File: config.mk
export PLATFORM = sky130hd
export DESIGN_NAME = svm_drive
export DESIGN_NICKNAME = d
export VERILOG_FILES = /design/src/rtl/svm_pkg.sv /design/src/rtl/svm_luma_diff.sv /design/src/rtl/svm_shape.sv /design/src/rtl/svm_delay.sv /design/src/rtl/svm_drive.sv
export SDC_FILE = /design/constraint.sdc
export NUM_CORES = 1
export LEC_CHECK = 0
export BUFFER_PORTS_ARGS = -buffer_cell sky130_fd_sc_hd__buf_4
export CORE_MARGIN = 3
export CORE_UTILIZATION = 45
export DETAILED_ROUTE_END_ITERATION = 8
export PLACE_DENSITY_LB_ADDON = 0.12
export SLEW_MARGIN = 20
export SYNTH_ARGS = -nofsm -noshare
export SYNTH_HDL_FRONTEND = slang
export SYNTH_SLANG_ARGS = --single-unit
File: constraint.sdc
create_clock -name clk_i -period 8.05 [get_ports clk_i]
set_clock_uncertainty 0.2 [all_clocks]
set_input_delay 0.4025 -clock clk_i [delete_from_list [all_inputs] [get_ports clk_i]]
set_output_delay 0.4025 -clock clk_i [all_outputs]
set_load 0.05 [all_outputs]
File: src/rtl/svm_pkg.sv
package svm_pkg;
  localparam int SPAN_W = 3;
  localparam int CORE_W = 8;
  localparam int GAIN_W = 6;
  localparam int GAIN_FRAC = 4;
  localparam int CODE_W = 4;
endpackage

File: src/rtl/svm_luma_diff.sv
module svm_luma_diff
  import svm_pkg::*;
#(
  parameter int PIX_W = 10,
  parameter int MAX_SPAN = 6,
  localparam int DW = PIX_W + 1,
  localparam int IDX_W = (MAX_SPAN > 1) ? $clog2(MAX_SPAN) : 1
) (
  input  logic                 clk_i,
  input  logic                 rst_ni,
  input  logic                 en_i,
  input  logic [PIX_W-1:0]     r_i,
  input  logic [PIX_W-1:0]     g_i,
  input  logic [PIX_W-1:0]     b_i,
  input  logic                 sel_i,
  input  logic [SPAN_W-1:0]    span0_i,
  input  logic [SPAN_W-1:0]    span1_i,
  output logic signed [DW-1:0] diff_o,
  output logic                 sel_o
);
  logic [PIX_W+1:0]  sum;
  logic [PIX_W-1:0]  y_q;
  logic [PIX_W-1:0]  hist_q [MAX_SPAN];
  logic              sel_q;
  logic [SPAN_W-1:0] span_raw, span_eff;
  logic [IDX_W-1:0]  idx;

  assign sum = {2'b00, r_i} + {1'b0, g_i, 1'b0} + {2'b00, b_i};

  always_ff @(posedge clk_i or negedge rst_ni) begin
    if (!rst_ni) begin
      y_q   <= '0;
      sel_q <= 1'b0;
      for (int i = 0; i < MAX_SPAN; i++) hist_q[i] <= '0;
    end else if (en_i) begin
      y_q       <= sum[PIX_W+1:2];
      sel_q     <= sel_i;
      hist_q[0] <= y_q;
      for (int i = 1; i < MAX_SPAN; i++) hist_q[i] <= hist_q[i-1];
    end
  end

  // out-of-range span codes clamp to the nearest legal span
  always_comb begin
    span_raw = sel_q ? span1_i : span0_i;
    if (span_raw == '0) span_eff = SPAN_W'(1);
    else if (span_raw > SPAN_W'(MAX_SPAN)) span_eff = SPAN_W'(MAX_SPAN);
    else span_eff = span_raw;
    idx = IDX_W'(span_eff - SPAN_W'(1));
  end

  assign diff_o = $signed({1'b0, y_q}) - $signed({1'b0, hist_q[idx]});
  assign sel_o  = sel_q;

  assert_sel_hold_R8: assert property (@(posedge clk_i) disable iff (!rst_ni)
    !en_i |=> $stable(sel_q) && $stable(y_q));
endmodule

File: src/rtl/svm_shape.sv
module svm_shape
  import svm_pkg::*;
#(
  parameter int DW = 11,
  parameter int OUT_W = 8,
  localparam int PW = DW + GAIN_W + 1
) (
  input  logic                    clk_i,
  input  logic                    rst_ni,
  input  logic                    en_i,
  input  logic signed [DW-1:0]    diff_i,
  input  logic                    sel_i,
  input  logic [CORE_W-1:0]       core0_i,
  input  logic [CORE_W-1:0]       core1_i,
  input  logic [GAIN_W-1:0]       gain0_i,
  input  logic [GAIN_W-1:0]       gain1_i,
  input  logic [OUT_W-2:0]        limit_i,
  output logic signed [OUT_W-1:0] lim_o
);
  logic [DW-1:0]           mag, thr;
  logic signed [DW-1:0]    cored, c_q;
  logic [GAIN_W-1:0]       g_q;
  logic signed [PW-1:0]    prod, scaled, lim_v, sat;
  logic signed [OUT_W-1:0] lim_q;

  always_comb begin
    mag = diff_i[DW-1] ? DW'(-diff_i) : DW'(diff_i);
    thr = {{(DW-CORE_W){1'b0}}, (sel_i ? core1_i : core0_i)};
    if (mag <= thr) cored = '0;
    else if (diff_i[DW-1]) cored = diff_i + $signed(thr);
    else cored = diff_i - $signed(thr);
  end

  always_ff @(posedge clk_i or negedge rst_ni) begin
    if (!rst_ni) begin
      c_q <= '0;
      g_q <= '0;
    end else if (en_i) begin
      c_q <= cored;
      g_q <= sel_i ? gain1_i : gain0_i;
    end
  end

  always_comb begin
    prod   = c_q * $signed({1'b0, g_q});
    scaled = prod >>> GAIN_FRAC;
    lim_v  = $signed({{(PW-OUT_W+1){1'b0}}, limit_i});
    if (scaled > lim_v) sat = lim_v;
    else if (scaled < -lim_v) sat = -lim_v;
    else sat = scaled;
  end

  always_ff @(posedge clk_i or negedge rst_ni) begin
    if (!rst_ni) lim_q <= '0;
    else if (en_i) lim_q <= sat[OUT_W-1:0];
  end

  assign lim_o = lim_q;

  assert_core_dead_zone_R3: assert property (@(posedge clk_i) disable iff (!rst_ni)
    (en_i && mag <= thr) |=> (c_q == '0));
  assert_core_shrinks_R3: assert property (@(posedge clk_i) disable iff (!rst_ni)
    en_i |=> ((c_q[DW-1] ? DW'(-c_q) : DW'(c_q)) <= $past(mag)));
  assert_limit_bound_R5: assert property (@(posedge clk_i) disable iff (!rst_ni)
    en_i |=> (lim_q <= $signed({1'b0, $past(limit_i)}))
          && (lim_q >= -$signed({1'b0, $past(limit_i)})));
endmodule

File: src/rtl/svm_delay.sv
module svm_delay
  import svm_pkg::*;
#(
  parameter int W = 8,
  localparam int NTAP = (1 << (CODE_W - 1)) + 1
) (
  input  logic                clk_i,
  input  logic                rst_ni,
  input  logic                en_i,
  input  logic signed [W-1:0] d_i,
  input  logic [CODE_W-1:0]   code_i,
  output logic signed [W-1:0] q_o
);
  logic signed [W-1:0] dl_q [NTAP-1];
  logic signed [W-1:0] tap  [NTAP];
  logic [CODE_W-1:0]   h;
  logic [CODE_W-2:0]   lo;
  logic [CODE_W-1:0]   hi;
  logic signed [W:0]   pair;
  logic signed [W-1:0] pick, q_q;

  assign tap[0] = d_i;
  for (genvar j = 1; j < NTAP; j++) begin : g_tap
    assign tap[j] = dl_q[j-1];
  end

  always_ff @(posedge clk_i or negedge rst_ni) begin
    if (!rst_ni) begin
      for (int i = 0; i < NTAP - 1; i++) dl_q[i] <= '0;
    end else if (en_i) begin
      dl_q[0] <= d_i;
      for (int i = 1; i < NTAP - 1; i++) dl_q[i] <= dl_q[i-1];
    end
  end

  // h = code + centre, in half steps; the most negative code folds onto its neighbour
  always_comb begin
    h = code_i ^ {1'b1, {(CODE_W-1){1'b0}}};
    if (h == '0) h = CODE_W'(1);
    lo   = h[CODE_W-1:1];
    hi   = {1'b0, lo} + CODE_W'(1);
    pair = {tap[lo][W-1], tap[lo]} + {tap[hi][W-1], tap[hi]};
    pick = h[0] ? pair[W:1] : tap[lo];
  end

  always_ff @(posedge clk_i or negedge rst_ni) begin
    if (!rst_ni) q_q <= '0;
    else if (en_i) q_q <= pick;
  end

  assign q_o = q_q;

  assert_out_hold_R8: assert property (@(posedge clk_i) disable iff (!rst_ni)
    !en_i |=> $stable(q_q));
  assert_reset_zero_R9: assert property (@(posedge clk_i)
    !rst_ni |-> (q_q == '0));
endmodule

File: src/rtl/svm_drive.sv
module svm_drive
  import svm_pkg::*;
#(
  parameter int PIX_W = 10,
  parameter int OUT_W = 8,
  parameter int MAX_SPAN = 6
) (
  input  logic                clk_i,
  input  logic                rst_ni,
  input  logic                valid_i,
  input  logic [PIX_W-1:0]    red_i,
  input  logic [PIX_W-1:0]    grn_i,
  input  logic [PIX_W-1:0]    blu_i,
  input  logic                set_sel_i,
  input  logic [SPAN_W-1:0]   span0_i,
  input  logic [CORE_W-1:0]   core0_i,
  input  logic [GAIN_W-1:0]   gain0_i,
  input  logic [SPAN_W-1:0]   span1_i,
  input  logic [CORE_W-1:0]   core1_i,
  input  logic [GAIN_W-1:0]   gain1_i,
  input  logic [OUT_W-2:0]    limit_i,
  input  logic [CODE_W-1:0]   delay_i,
  output logic [OUT_W-1:0]    svm_o
);
  localparam int DW = PIX_W + 1;

  logic signed [DW-1:0]    diff;
  logic                    sel_q;
  logic signed [OUT_W-1:0] lim, q;

  svm_luma_diff #(.PIX_W(PIX_W), .MAX_SPAN(MAX_SPAN)) i_luma_diff (
    .clk_i, .rst_ni, .en_i(valid_i),
    .r_i(red_i), .g_i(grn_i), .b_i(blu_i), .sel_i(set_sel_i),
    .span0_i, .span1_i, .diff_o(diff), .sel_o(sel_q)
  );

  svm_shape #(.DW(DW), .OUT_W(OUT_W)) i_shape (
    .clk_i, .rst_ni, .en_i(valid_i), .diff_i(diff), .sel_i(sel_q),
    .core0_i, .core1_i, .gain0_i, .gain1_i, .limit_i, .lim_o(lim)
  );

  svm_delay #(.W(OUT_W)) i_delay (
    .clk_i, .rst_ni, .en_i(valid_i), .d_i(lim), .code_i(delay_i), .q_o(q)
  );

  assign svm_o = q;
endmodule

### Word level (Yosys, flattened, before mapping)

Index checks and enable logic that the tools add are counted.

| operators by class | value |
|---|---|
| $add $sub $neg | 10 |
| multipliers | 1 |
| $lt $le $gt $ge | 7 |
| mux-type cells | 21 |
| bitwise operators | 4 |
| reductions and logical operators | 2 |

Operators with widths:

| kind | number |
|---|---|
| 8-bit binary-select mux with 4-bit select | 2 |
| 8-bit 2-to-1 mux | 8 |
| 11-bit 2-to-1 mux | 3 |
| 10-bit binary-select mux with 3-bit select | 1 |
| 10-bit 2-to-1 mux | 2 |
| 14-bit by 18-bit < comparator with 1-bit output | 1 |
| 11-bit by 7-bit multiplier with 18-bit output | 1 |
| 7-bit negation with 18-bit output | 1 |
| 14-bit by 8-bit > comparator with 1-bit output | 1 |
| 10-bit by 11-bit adder with 12-bit output | 1 |
| 12-bit by 10-bit adder with 12-bit output | 1 |
| 11-bit by 9-bit adder with 11-bit output | 1 |
| 11-bit by 8-bit less-or-equal comparator with 1-bit output | 1 |
| 11-bit negation | 1 |
| 10-bit by 10-bit subtractor with 11-bit output | 1 |
| 11-bit by 9-bit subtractor with 11-bit output | 1 |
| 8-bit by 8-bit adder with 9-bit output | 1 |
| 3-bit 2-to-1 mux | 3 |
| 3-bit inverter with 4-bit output | 2 |
| 6-bit 2-to-1 mux | 1 |
| 4-bit by 5-bit greater-or-equal comparator with 1-bit output (second input constant) | 1 |
| 5-bit greater-or-equal comparator (second input constant) | 1 |
| 4-bit inverter with 5-bit output | 1 |
| 3-bit by 1-bit adder with 4-bit output (second input constant) | 1 |
| other kinds (7) | 7 |

| storage, ports and cells | value |
|---|---|
| bits in registers | 168 |
| logic and storage cells | 65 |

### Depth between registers and ports, before layout

| depth | value |
|---|---|
| depth in word-level cells | 14 |
| mapped depth | 33 |
| depth with buffers taken out | 27 |

### Modules after synthesis

Synthesis repeated with hierarchy kept, for this count alone.

| unflattened totals | value |
|---|---|
| cells, all modules | 1320 |
| area total of the unflattened synthesis | 13854.5 sq um |

Modules (own cells, without submodules):

| module | instances | cells an instance | area each (sq um) | seq. area each (sq um) |
|---|---|---|---|---|
| svm_shape | 1 | 642 | 5355.1 | 625.6 |
| svm_luma_diff | 1 | 378 | 4316.6 | 1776.7 |
| svm_delay | 1 | 300 | 4182.8 | 1801.7 |

### Least setup slack after synthesis

No wires, ideal clock.

| path | value |
|---|---|
| path kind | register -> register |
| start | register i_luma_diff.sel_q (netlist: i_luma_diff.sel_o) |
| end | register i_shape.c_q[9] |
| library setup time | 66 ps |
| data arrival time | 6977 ps |
| data required time | 7784 ps |
| path slack | 806 ps |
| cell stages (with the launch flop) | 31 |
| buffers on the path | 6 |
| cell sequence | dfrtp_1 > clkbuf_1 > mux2_2 > buf_1 > buf_2 > ha_1 > clkbuf_1 > mux4_2 > nand2_1 > o21ai_0 > ha_1 > fa_1 > nor2b_1 > o21ai_0 > a21oi_1 > a211oi_1 > or3_1 > o21a_1 > clkbuf_1 > buf_1 > a21oi_1 > ha_1 > a21o_1 > a21oi_1 > o21bai_1 > a21oi_1 > o21bai_1 > a21oi_1 > or3b_2 > o211ai_1 > a22o_1 |

| between the ends | value |
|---|---|
| longest elaborated chain between the ends | 14 |

RTL lines:

| element | RTL line | RTL |
|---|---|---|
| start: declaration | svm_luma_diff.sv:24 | `logic sel_q;` |
| start signal: assignment | svm_luma_diff.sv:37 | `sel_q <= sel_i;` |
| 3-bit 2-to-1 mux | svm_luma_diff.sv:45 | `span_raw = sel_q ? span1_i : span0_i;` |
| 3-bit > comparator | svm_luma_diff.sv:47 | `else if (span_raw > SPAN_W'(MAX_SPAN)) span_eff = SPAN_W'(MAX_SPAN);` |
| 3-bit 2-to-1 mux | svm_luma_diff.sv:47 |  |
| 3-bit 2-to-1 mux | svm_luma_diff.sv:46 | `if (span_raw == '0) span_eff = SPAN_W'(1);` |
| 3-bit by 1-bit subtractor with 3-bit output | svm_luma_diff.sv:49 | `idx = IDX_W'(span_eff - SPAN_W'(1));` |
| 3-bit inverter with 4-bit output (not written as such) | svm_luma_diff.sv:52 | `assign diff_o = $signed({1'b0, y_q}) - $signed({1'b0, hist_q[idx]});` |
| 10-bit binary-select mux with 3-bit select | svm_luma_diff.sv:52 |  |
| 10-bit 2-to-1 mux (not written as such) (2 in a row) | svm_luma_diff.sv:52 |  |
| 10-bit by 10-bit subtractor with 11-bit output | svm_luma_diff.sv:52 |  |
| 11-bit negation | svm_shape.sv:27 | `mag = diff_i[DW-1] ? DW'(-diff_i) : DW'(diff_i);` |
| 11-bit 2-to-1 mux | svm_shape.sv:27 |  |
| 11-bit by 8-bit less-or-equal comparator with 1-bit output | svm_shape.sv:29 | `if (mag <= thr) cored = '0;` |
| 11-bit 2-to-1 mux * | svm_shape.sv:29 |  |
| end signal: assignment | svm_shape.sv:39 | `c_q <= cored;` |
| end: declaration | svm_shape.sv:21 | `logic signed [DW-1:0] cored, c_q;` |

Mark *: on every way between the ends. The rest lies on a longest branch, timed or not. The select of a mux whose other input is x is not followed.
A chain may end at the register's enable or synchronous reset.

### Worst setup path in the final report

| path | value |
|---|---|
| start | register i_shape.g_q[3] |
| end | register i_shape.lim_q[0] (netlist: i_shape.lim_o[0]) |

| between the ends | value |
|---|---|
| longest elaborated chain between the ends | 4 |

RTL lines:

| element | RTL line | RTL |
|---|---|---|
| start: declaration | svm_shape.sv:22 | `logic [GAIN_W-1:0] g_q;` |
| start signal: assignment | svm_shape.sv:40 | `g_q <= sel_i ? gain1_i : gain0_i;` |
| 11-bit by 7-bit multiplier with 18-bit output * | svm_shape.sv:45 | `prod = c_q * $signed({1'b0, g_q});` |
| 14-bit by 18-bit < comparator with 1-bit output | svm_shape.sv:49 | `else if (scaled < -lim_v) sat = -lim_v;` |
| 8-bit 2-to-1 mux | svm_shape.sv:49 |  |
| 8-bit 2-to-1 mux * | svm_shape.sv:48 | `if (scaled > lim_v) sat = lim_v;` |
| end signal: assignment | svm_shape.sv:55 | `else if (en_i) lim_q <= sat[OUT_W-1:0];` |
| end: declaration | svm_shape.sv:24 | `logic signed [OUT_W-1:0] lim_q;` |

Mark *: on every way between the ends. The rest lies on a longest branch, timed or not.

==> reports/results.ini <==
[timing]
slew_headroom=0.3795
tightest_slew_ns=0.9308
fin_crit_ns=7.352
finalSetupViolCount=0
slew_viol_final=0
post-route-period-util=0.9132
rsz0062_at_grt=false
timing.fmax_mhz=136.0
final.setup.tns_ns=0
hold_viol_final=0

[grt]
grt_max_degree=103
antenna_found_initial=0
grt_pass1_wl_mm=47.04
track_usage=0.1815
grt_overflow_total=0
grt_pass1_vias=9574

[clocking]
clkTransAtPathRegs_ns=0.06
cts.sinks=168
clk_latency_ns=0.43
post_cts_buffers=0
clk_path_buf_depth=2
tritoncts=done
cts-root-buf=clkbuf_16
cts_inserted_buffers=17
htreeDepth=4

[die]
placementRows=62
fp.dieArea_um2=31990
core-area_um2=29090
initial_core_util=0.4622
boundaryPins=87
die_y_um=178.8
dieWidth_um=178.8

[flow_run]
drv_cap=0

[drt]
ant_nets=0
wl_mm=27.57
drt-vias-per-instance=5.376
drt_iter0_drc=387
first_pass_iters=4
via_count=9489
drc=0
avgRoutedWirePerCell_um=15.62

[hold_path]
hold_path.class=in2reg
hold_depth=3

[logic_synthesis]
syn_avg_cell_area_um2=10.26
yosys.area_share.simple=0.1060
muxShareOfSynthArea=0.1945
syn-cell-area_um2=13440
synth-edff-count=0
synth_top_flop_cell=dfrtp_1
ys_types=66
synth_warnings=0
async_flop_share=1.000
synth_xor_area_frac=0.03574
synth-seq-area-share=0.3127
synth_top_family_by_area=multiplexers
synth_fa_ha_area_frac=0.1861
synth_compound_area_frac=0.1114
synthCells=1310
ys_ff_latch=168
synth_fp_nets=1552

[critical_path]
critPathCaptureType=flip-flop
required_ns=8.21
start_kind=flip-flop
critPathArrivalTime_ns=7.51
path_class=reg2reg
reg2reg_depth=27
crit_fanout=12

[place]
place_hpwl_mm=20.61
placed_cell_area_um2=14400
io_buffer_count=86
gp_congestion=0.8533

[cells_and_area]
final_area_um2=15010
area_growth_pct=11.61
final_layout_size_suffix_gt1_frac=0.2187
fin_nets=1610
antenna_cells=0

[outcome]
status=completed

## cell type report
type                            instances  area (um2)
Fill cell                            2649       14080
Multi-Input combinational cell        957        8544
Sequential cell                       168        4204
Timing Repair Buffer                   95       725.7
Inverter                              129       484.2
Tap cell                              384       480.5
Clock buffer                           20       456.7
Clock inverter                         12       110.1
## synth_stat cells (all sizes together) (13+ instances only)
library cell,count,area [um2]
and2,51,322.8
fa,59,1181
clkbuf,39,146.4
mux2i,52,520.5
o21ai,57,285.3
a22o,13,113.9
inv,129,484.2
a21oi,64,320.3
a21o,14,105.1
nor2,75,281.5
nor2b,17,106.4
nor3,22,110.1
a31oi,13,96.34
xnor2,42,375.4
dfrtp,168,4204
mux4,25,563.0
mux2,136,1531
nand2,79,296.5
ha,104,1301
buf,17,88.83
## timing repair
action | CTS | global route
endpoints found under the hold margin | 96 | 0
hold buffers | 2 | 0
endpoints found under the setup margin | 0 | 5
resized for setup | 0 | 3
## worst max-delay path, cell delays in order (launching register included)
cell	delay [ns]
dfrtp_1	0.50
and2_1	0.22
fa_1	0.53
inv_1	0.05
fa_1	0.47
inv_1	0.05
fa_1	0.52
inv_1	0.05
fa_1	0.53
inv_1	0.04
ha_1	0.33
a211oi_1	0.21
nor2_1	0.10
a211o_1	0.37
a21oi_2	0.28
o21ai_0	0.16
xnor2_1	0.23
inv_1	0.07
ha_1	0.27
o21ai_0	0.08
o2bb2ai_1	0.16
a2111oi_2	0.27
nor2_1	0.11
o21a_1	0.19
o31a_1	0.35
or2_1	0.33
or4_1	0.50
nand3_1	0.09
## flip-flops by register name (all words and copies together) (netlist names)
| name | count |
|---|---|
| i_delay.dl_q | 64 |
| i_delay.q_o | 8 |
| i_luma_diff.hist_q | 60 |
| i_luma_diff.sel_o | 1 |
| i_luma_diff.y_q | 10 |
| i_shape.c_q | 11 |
| i_shape.g_q | 6 |
| i_shape.lim_o | 8 |
## cell usage in the layout (no fill, tap or decap), types with 4 or more instances in the layout
cell and instances:
dfrtp_1 168, mux2_2 136, inv_1 129, ha_1 104, buf_4 91, nand2_1 79, nor2_1 75, a21oi_1 63
fa_1 59, o21ai_0 57, mux2i_1 52, and2_1 49, xnor2_1 41, mux4_2 25, nor3_1 22, nor2b_1 17
clkbuf_16 17, a21o_1 14, a22o_1 13, xor2_1 12, a211oi_1 11, a31oi_1 11, nand3_1 9, o211ai_1 8
nand4_1 8, o21a_1 8, nand2b_1 7, and3_1 7, or3_1 6, o31ai_1 6, o22ai_1 5, a21boi_0 5
clkinv_4 5, o21bai_1 4
## stage by stage
stage	worst slack (ns)	hold WS (ns)	instances	util
after global routing	0.1034	0.07768	1765	0.5158
final	0.6984	0.07730	1765	0.5158
after floorplan	0.8063	-0.09309	1310	-
after CTS	0.3116	0.05967	1765	0.5153
after global placement	0.5722	0.2895	1731	0.4948
after detailed placement	0.3266	0.2962	1731	0.4951
## worst paths after layout
| path | endpoint | from | slack, ns |
|---|---|---|---|
| worst max register to register | i_shape.lim_o[0] | i_shape.g_q[3] | 0.70 |
| worst min register to register | i_luma_diff.hist_q[8] | i_luma_diff.hist_q[8] | 0.31 |
| max in group asynchronous | i_luma_diff.hist_q[2] | rst_ni | 5.77 |
| min in group asynchronous | i_delay.dl_q[13] | rst_ni | 0.42 |
| worst min-delay path | i_shape.lim_o[6] | limit_i[6] | 0.08 |
| worst max-delay path | i_shape.lim_o[0] | i_shape.g_q[3] | 0.70 |
## layer usage
layer	wire, um	vias up	GRT usage
met5	0	-	0
met4	516	0	0.05130
met3	487	27	0.02457
met2	13100	88	0.3039
met1	13470	4675	0.2473
li1	-	4699	-
## logic make-up after synthesis
group           count (synthesis)
xor+xnor                       54
flops                         168
buf+inv                       185
mux                           213
fa+ha+maj                     165
simple gates                  293
compound gates                232
Power is left out: the tool's default activity adds up to more than one toggle a clock period on the data nets, which glitch-free logic cannot reach.
